[src/rtl/burst_seq_pkg.sv]
package burst_seq_pkg;
  typedef enum logic {
    ORD_ILV = 1'b0,
    ORD_LIN = 1'b1
  } burst_order_e;
endpackage

[src/rtl/burst_rst_sync.sv]
module burst_rst_sync #(
  parameter int STAGES = 2
) (
  input  logic clk,
  input  logic rst_n_i,
  output logic rst_n_o
);
  logic [STAGES-1:0] sync_q;
  logic [STAGES-1:0] sync_d;

  always_comb begin
    sync_d = {sync_q[STAGES-2:0], 1'b1};
  end

  always_ff @(posedge clk or negedge rst_n_i) begin
    if (!rst_n_i) sync_q <= '0;
    else          sync_q <= sync_d;
  end

  assign rst_n_o = sync_q[STAGES-1];
endmodule

[src/rtl/burst_addr_reg.sv]
module burst_addr_reg
  import burst_seq_pkg::*;
#(
  parameter int ADDR_W     = 20,
  parameter int BURST_BITS = 2,
  localparam int UP_W      = ADDR_W - BURST_BITS
) (
  input  logic                  clk,
  input  logic                  rst_n,
  input  logic                  load_i,
  input  logic [ADDR_W-1:0]     addr_i,
  input  logic                  lin_i,
  output logic [UP_W-1:0]       upper_o,
  output logic [BURST_BITS-1:0] start_o,
  output burst_order_e          order_o
);
  logic [UP_W-1:0]       upper_q, upper_d;
  logic [BURST_BITS-1:0] start_q, start_d;
  burst_order_e          order_q, order_d;

  always_comb begin
    upper_d = upper_q;
    start_d = start_q;
    order_d = order_q;
    if (load_i) begin
      upper_d = addr_i[ADDR_W-1:BURST_BITS];
      start_d = addr_i[BURST_BITS-1:0];
      order_d = lin_i ? ORD_LIN : ORD_ILV;
    end
  end

  always_ff @(posedge clk or negedge rst_n) begin
    if (!rst_n) begin
      upper_q <= '0;
      start_q <= '0;
      order_q <= ORD_ILV;
    end else if (load_i) begin
      upper_q <= upper_d;
      start_q <= start_d;
      order_q <= order_d;
    end
  end

  assign upper_o = upper_q;
  assign start_o = start_q;
  assign order_o = order_q;

  // order only moves with a load
  assert_order_held_R6: assert property (@(posedge clk) disable iff (!rst_n)
    !load_i |=> $stable(order_q));
endmodule

[src/rtl/burst_beat_ctr.sv]
module burst_beat_ctr #(
  parameter int BURST_BITS = 2
) (
  input  logic                  clk,
  input  logic                  rst_n,
  input  logic                  load_i,
  input  logic                  adv_i,
  output logic [BURST_BITS-1:0] beat_o,
  output logic                  active_o
);
  localparam logic [BURST_BITS-1:0] BEAT_LAST = '1;
  localparam logic [BURST_BITS-1:0] BEAT_ONE  = BURST_BITS'(1);

  logic [BURST_BITS-1:0] beat_q, beat_d;
  logic                  act_q, act_d;
  logic                  ctr_en;

  assign ctr_en = load_i | adv_i;

  always_comb begin
    beat_d = beat_q;
    act_d  = act_q;
    if (load_i) begin
      beat_d = '0;
      act_d  = 1'b1;
    end else if (adv_i) begin
      beat_d = beat_q + BEAT_ONE;
      if (beat_q == BEAT_LAST) act_d = 1'b0;
    end
  end

  always_ff @(posedge clk or negedge rst_n) begin
    if (!rst_n) begin
      beat_q <= '0;
      act_q  <= 1'b0;
    end else if (ctr_en) begin
      beat_q <= beat_d;
      act_q  <= act_d;
    end
  end

  assign beat_o   = beat_q;
  assign active_o = act_q;

  assert_act_fall_R9: assert property (@(posedge clk) disable iff (!rst_n)
    (!load_i && adv_i && beat_q == BEAT_LAST) |=> !active_o);
  assert_act_rise_R9: assert property (@(posedge clk) disable iff (!rst_n)
    load_i |=> (active_o && beat_o == '0));
endmodule

[src/rtl/burst_order_map.sv]
module burst_order_map
  import burst_seq_pkg::*;
#(
  parameter int BURST_BITS = 2
) (
  input  burst_order_e          order_i,
  input  logic [BURST_BITS-1:0] start_i,
  input  logic [BURST_BITS-1:0] beat_i,
  output logic [BURST_BITS-1:0] low_o
);
  logic [BURST_BITS-1:0] lin_w;
  logic [BURST_BITS-1:0] ilv_w;

  assign lin_w = start_i + beat_i;

  for (genvar b = 0; b < BURST_BITS; b++) begin : g_ilv
    assign ilv_w[b] = start_i[b] ^ beat_i[b];
  end

  assign low_o = (order_i == ORD_LIN) ? lin_w : ilv_w;
endmodule

[src/rtl/burst_addr_seq.sv]
module burst_addr_seq
  import burst_seq_pkg::*;
#(
  parameter int ADDR_W     = 20,
  parameter int BURST_BITS = 2
) (
  input  logic              clk,
  input  logic              rst_n,
  input  logic              cpu_ld_i,
  input  logic              ctl_ld_i,
  input  logic              adv_i,
  input  logic              lin_i,
  input  logic [ADDR_W-1:0] addr_i,
  output logic [ADDR_W-1:0] addr_o,
  output logic              burst_act_o
);
  localparam int UP_W = ADDR_W - BURST_BITS;
  localparam logic [BURST_BITS-1:0] LOW_ONE = BURST_BITS'(1);

  logic                  rst_n_s;
  logic                  load_w;
  logic [UP_W-1:0]       upper_w;
  logic [BURST_BITS-1:0] start_w;
  logic [BURST_BITS-1:0] beat_w;
  logic [BURST_BITS-1:0] low_w;
  logic [BURST_BITS-1:0] low_inc_w;
  burst_order_e          order_w;

  assign load_w = cpu_ld_i | ctl_ld_i;

  burst_rst_sync #(.STAGES(2)) u_rst (
    .clk(clk), .rst_n_i(rst_n), .rst_n_o(rst_n_s)
  );

  burst_addr_reg #(.ADDR_W(ADDR_W), .BURST_BITS(BURST_BITS)) u_areg (
    .clk(clk), .rst_n(rst_n_s), .load_i(load_w), .addr_i(addr_i),
    .lin_i(lin_i), .upper_o(upper_w), .start_o(start_w), .order_o(order_w)
  );

  burst_beat_ctr #(.BURST_BITS(BURST_BITS)) u_ctr (
    .clk(clk), .rst_n(rst_n_s), .load_i(load_w), .adv_i(adv_i),
    .beat_o(beat_w), .active_o(burst_act_o)
  );

  burst_order_map #(.BURST_BITS(BURST_BITS)) u_map (
    .order_i(order_w), .start_i(start_w), .beat_i(beat_w), .low_o(low_w)
  );

  assign addr_o    = {upper_w, low_w};
  assign low_inc_w = addr_o[BURST_BITS-1:0] + LOW_ONE;

  assert_load_R2: assert property (@(posedge clk) disable iff (!rst_n_s)
    load_w |=> addr_o == $past(addr_i));
  assert_hold_R3: assert property (@(posedge clk) disable iff (!rst_n_s)
    (!load_w && !adv_i) |=> $stable(addr_o));
  assert_lin_step_R4: assert property (@(posedge clk) disable iff (!rst_n_s)
    (!load_w && adv_i && order_w == ORD_LIN)
      |=> addr_o[BURST_BITS-1:0] == $past(low_inc_w));
  assert_upper_fixed_R7: assert property (@(posedge clk) disable iff (!rst_n_s)
    !load_w |=> $stable(addr_o[ADDR_W-1:BURST_BITS]));
  assert_load_wins_R8: assert property (@(posedge clk) disable iff (!rst_n_s)
    (load_w && adv_i) |=> addr_o[BURST_BITS-1:0] == $past(addr_i[BURST_BITS-1:0]));
endmodule

[config.mk]
export PLATFORM = sky130hd
export DESIGN_NAME = burst_addr_seq
export DESIGN_NICKNAME = d
export VERILOG_FILES = /design/src/rtl/burst_seq_pkg.sv /design/src/rtl/burst_rst_sync.sv /design/src/rtl/burst_addr_reg.sv /design/src/rtl/burst_beat_ctr.sv /design/src/rtl/burst_order_map.sv /design/src/rtl/burst_addr_seq.sv
export SDC_FILE = /design/constraint.sdc
export NUM_CORES = 1
export LEC_CHECK = 0
export BUFFER_PORTS_ARGS = -buffer_cell sky130_fd_sc_hd__buf_4
export CORE_UTILIZATION = 45
export CTS_CLUSTER_DIAMETER = 50
export DETAILED_ROUTE_END_ITERATION = 6
export GPL_ROUTABILITY_DRIVEN = 0
export GPL_TIMING_DRIVEN = 1
export HOLD_SLACK_MARGIN = 0.12
export PLACE_DENSITY = 0.76
export SYNTH_ARGS = -nofsm -noshare
export SYNTH_HDL_FRONTEND = slang
export SYNTH_SLANG_ARGS = --single-unit
export TNS_END_PERCENT = 10
[constraint.sdc]
create_clock -name clk -period 1 [get_ports clk]
set_input_delay 0 -clock clk [delete_from_list [all_inputs] [get_ports clk]]
set_output_delay 0 -clock clk [all_outputs]
set_load 0.02 [all_outputs]
**After elaboration in Yosys (flattened, before gate mapping)**

Index checks and enable logic that the tools add are counted.
W data, S select, Z words.

- Input bits: 26
- Word-level logic and storage cells: 24
- Output and inout bits: 21
- Bits in registers: 26

- Reduce and logical (&&, ||, !) cells: 4
- Muxes and demuxes: 7
- Add/sub/neg operators: 2
- Equality and inequality tests: 1
- Bitwise logic cells: 4

Operators by type and width:

| cell | count |
|---|---|
| $mux W2 | 3 |
| $mux W1 | 4 |
| $reduce_bool A2 Y1 | 2 |
| $reduce_and A3 Y1 | 1 |
| $add A2 B1 Y2 const B | 1 |
| $add A2 B2 Y2 | 1 |
| $eq A2 B2 Y1 const B | 1 |
| $or A1 B1 Y1 | 2 |
| $reduce_and A2 Y1 | 1 |
| $xor A1 B1 Y1 | 2 |

**Depth between registers and ports, before layout**

- Word-level depth: 4
- Depth in mapped cells: 3
- Mapped depth without buffers: 3

**Hierarchy**

Synthesis repeated with hierarchy kept, for this count alone.

- Cell total of the unflattened synthesis: 62
- Area, all modules: 1078.5 µm²

Modules (own cells, without submodules):

| module | cells an instance | area each (µm²) | seq. area each (µm²) | instances |
|---|---|---|---|---|
| burst_addr_reg | 44 | 859.6 | 525.5 | 1 |
| burst_beat_ctr | 10 | 125.1 | 75.1 | 1 |
| burst_rst_sync | 3 | 53.8 | 50.0 | 1 |
| burst_order_map | 4 | 33.8 | 0.0 | 1 |
| burst_addr_seq | 1 | 6.3 | 0.0 | 1 |

**Least setup slack after synthesis**

OpenSTA, ideal clock, no wires.

- Kind: register -> register
- From: register u_ctr.beat_q[0] (netlist: u_ctr.beat_o[0])
- To: register u_ctr.act_q (netlist: u_ctr.active_o)
- Data required time: 876 ps
- Data arrival time: 853 ps
- Path buffers: 0
- Stages on the path, launching flop included: 4
- Library setup time: 124 ps
- Period minus slack after synthesis: 977 ps
- Setup slack: 23 ps
- Cell sequence: dfrtp_1 ha_1 nand2_1 a211o_2

- Word-level cells in the longest chain between the ends: 3

Ends and longest elaborated chain:

| item | line | RTL |
|---|---|---|
| start: declaration | burst_beat_ctr.sv:14 | `logic [BURST_BITS-1:0] beat_q, beat_d;` |
| start signal: assignment | burst_beat_ctr.sv:37 | `beat_q <= beat_d;` |
| $eq A2 B2 Y1 | burst_beat_ctr.sv:28 | `if (beat_q == BEAT_LAST) act_d = 1'b0;` |
| $reduce_bool A2 Y1 (no source line) | n/a |  |
| $reduce_and A3 Y1 (no source line) | n/a |  |
| end signal: assignment | burst_beat_ctr.sv:38 | `act_q <= act_d;` |
| end: declaration | burst_beat_ctr.sv:15 | `logic act_q, act_d;` |

No other way between the ends.
A chain may end at the register's enable or synchronous reset.

**Final worst setup path**

- From: register u_ctr.beat_q[1] (netlist: u_ctr.beat_o[1])
- To: output port addr_o[1]

- Word-level cells in the longest chain between the ends: 2
- Elaborated cells on any way between the ends: 3
- Those cells by class: add/sub: 1; mux: 1; bitwise: 1

Ends and longest elaborated chain:

| item | line | RTL |
|---|---|---|
| $add A2 B2 Y2 / $xor A1 B1 Y1 (equally long branches) | burst_order_map.sv:14, burst_order_map.sv:17 |  |
| $mux W2 * | burst_order_map.sv:20 | `assign low_o = (order_i == ORD_LIN) ? lin_w : ilv_w;` |
| end: declaration | burst_addr_seq.sv:14 | `output logic [ADDR_W-1:0] addr_o,` |

Mark *: on every way between the ends. The rest lies on a longest branch, timed or not.

==> run summary <==
status -> finished with violations
failing checks -> negative setup slack
n_diodes -> 0
VDD IR max -> 0.00120 V
Syn Nets -> 90
area of the multi-input gates -> 430 um2
Hold Vio Cnt, Final -> 0
Core Area -> 2230 um2
Hold Crit Class -> flop to async pin
CP Launch Type -> flop
synth warn -> 0
via count -> 795
all-layer global routing usage -> 0.214
Worst Skew -> 0.00972 ns
root buffer cell -> clkbuf_4
Final WS setup -> -0.282 ns
area share of the leading cell type in the synthesized netlist -> 0.600
Die Ht -> 51.1 um
max-slew violations -> 0
RSZ-0062 raised after global routing -> yes
commonest cells after routing, fill and taps aside -> buf_4, dlygate4sd3_1, dfrtp_1, mux2_4
CTS HTree Levels -> 1
Cell Rows -> 17
FILL cells -> 115
vias in the first global route -> 906
Antenna Nets Post-Route -> 0
Initial Util -> 0.485
total wire length -> 2420 um
CP max FO -> 2
DP HPWL -> 1480 um
DRT iter0 DRCs -> 8
die area -> 2610 um2
wire per inst -> 14.1 um
Max Cap Violations -> 0
register area share after synthesis -> 0.600
Residual DRC -> 0
fin crit period -> 1.28 ns
share of layout cells above drive strength 1 -> 0.576
setup TNS -> -0.673 ns
Worst EP required -> 1.00 ns
FF/Latch Area -> 651 um2
initial antenna violation count -> 0
#FFs+latches synth -> 26
top cells by area, synth -> dfrtp_1, mux2_4, ha_1
via/cell ratio -> 4.62
CP arrival -> 1.28 ns
CTS tree -> built
R2R setup slack -> -0.14 ns
Area growth, synth to finish -> 70.3%
Yosys cell types -> 13
DRT Pass-1 Iters -> 2
CTS Buf Count -> 3
Chip Width -> 51.1 um
commonest non-fill, non-tap cell in the layout -> buf_4
Port Buffer Count -> 46
clk_lat worst skew -> 0.31 ns
Final setup viols -> 4
final net count -> 173
PD cells -> 1340 nW/um2
fmax -> 0.780 GHz
largest net degree at the start of global routing -> 16
total grt overflow -> 0
Avg Cell Area, Syn -> 17.5 um2
cell taking the most area after synthesis -> dfrtp_1
final worst path period share -> 1.28
Post-Syn Instances -> 62
minimum hold slack -> 0.204 ns
Setup CP Type -> flop to primary output
first-pass GRT wire length -> 4040 um
IO Count -> 47
CTS sink count -> 26
clk slew on worst S/H paths -> 0.14 ns
CTS max path bufs -> 2
Pleak -> 0.900 nW
Worst Setup End Kind -> primary output
Mapped Area -> 1080 um2
[repair_timing]
action	in CTS	in global routing
resized for setup	4	1
hold buffers	26	0
endpoints found under the hold margin	26	0
setup endpoints to repair	4	5
pin swaps	2	1
buffers inserted	2	0
[cell families after synthesis]
group / share of synthesized area
DFF: 0.600
muxes: 0.297
and+or+nand+nor: 0.0219
xor gates and xnor gates: 0.0243
adders and majority gates: 0.0231
buffers and inverters: 0.0208
other: 0.00346
AOI/OAI and AO/OA: 0.00924
[cell type report]
class,count,area share
clock buffer,3,0.0122
clock inverter,1,0.0163
multi-input combinational,34,0.233
sequential,26,0.353
tap,28,0.0190
timing repair buffer,80,0.367
[worst max-delay path, cell delays in order (launching register included)]
cell and delay, ns:
dfrtp_1 0.42, buf_6 0.13, xor2_2 0.13, xnor2_1 0.13, buf_4 0.16
[flip-flops by register name, indices dropped and copies added (netlist names)]
register        count
u_areg.upper_o     18
u_areg.start_o      2
u_ctr.beat_o        2
u_rst.sync_q        2
u_areg.order_o      1
u_ctr.active_o      1
[stage by stage]
| stage | instance area (um2) | utilization | std cells | worst slack, ns | total power, mW |
|---|---|---|---|---|---|
| detailed placement | 1490 | 0.666 | 140 | -0.0182 | 1.69 |
| global route | 1850 | 0.826 | 172 | -0.356 | 2.59 |
| floorplan | 1080 | - | 62 | 0.0231 | 1.46 |
| global placement | 1490 | 0.666 | 140 | 0.0284 | 1.68 |
| finish | 1850 | 0.826 | 172 | -0.282 | 2.48 |
| CTS | 1830 | 0.821 | 172 | -0.274 | 2.49 |
[Yosys cell counts, drive strengths merged]
master,count
nand2,2
buf,2
mux2i,1
conb,1
a211o,1
xnor2,2
mux2,21
nor3,2
dfrtp,26
nor2,1
ha,2
xor2,1
[final timing paths]
path,cells after the start,start,to
min in group clk,4,cpu_ld_i,u_areg.upper_o[4]$_DFFE_PN0P_
max reg2reg,4,u_ctr.beat_o[1]$_DFFE_PN0P_,u_ctr.beat_o[1]$_DFFE_PN0P_
min reg2reg,1,u_rst.sync_q[1]$_DFF_PN0_,u_areg.upper_o[13]$_DFFE_PN0P_
max,4,u_ctr.beat_o[1]$_DFFE_PN0P_,addr_o[1]
max in group asynchronous,3,rst_n,u_rst.sync_q[1]$_DFF_PN0_
min,1,u_rst.sync_q[1]$_DFF_PN0_,u_areg.upper_o[13]$_DFFE_PN0P_
[where the power goes]
group / switching [mW] / total (mW) / internal (mW)
clock: 0.295 / 0.700 / 0.405
sequential: 0.0505 / 1.18 / 1.13
combinational: 0.236 / 0.597 / 0.361
total: 0.582 / 2.48 / 1.90
[routing by layer]
metal / vias up / share of wire / global-route usage
met1: 387 / 0.39 / 0.234
li1: 375 / - / -
met5: - / 0 / 0
met3: 0 / 0.065 / 0.0595
met2: 33 / 0.54 / 0.406
met4: 0 / 0 / 0.0417
Power figures use the tool's default switching activity.
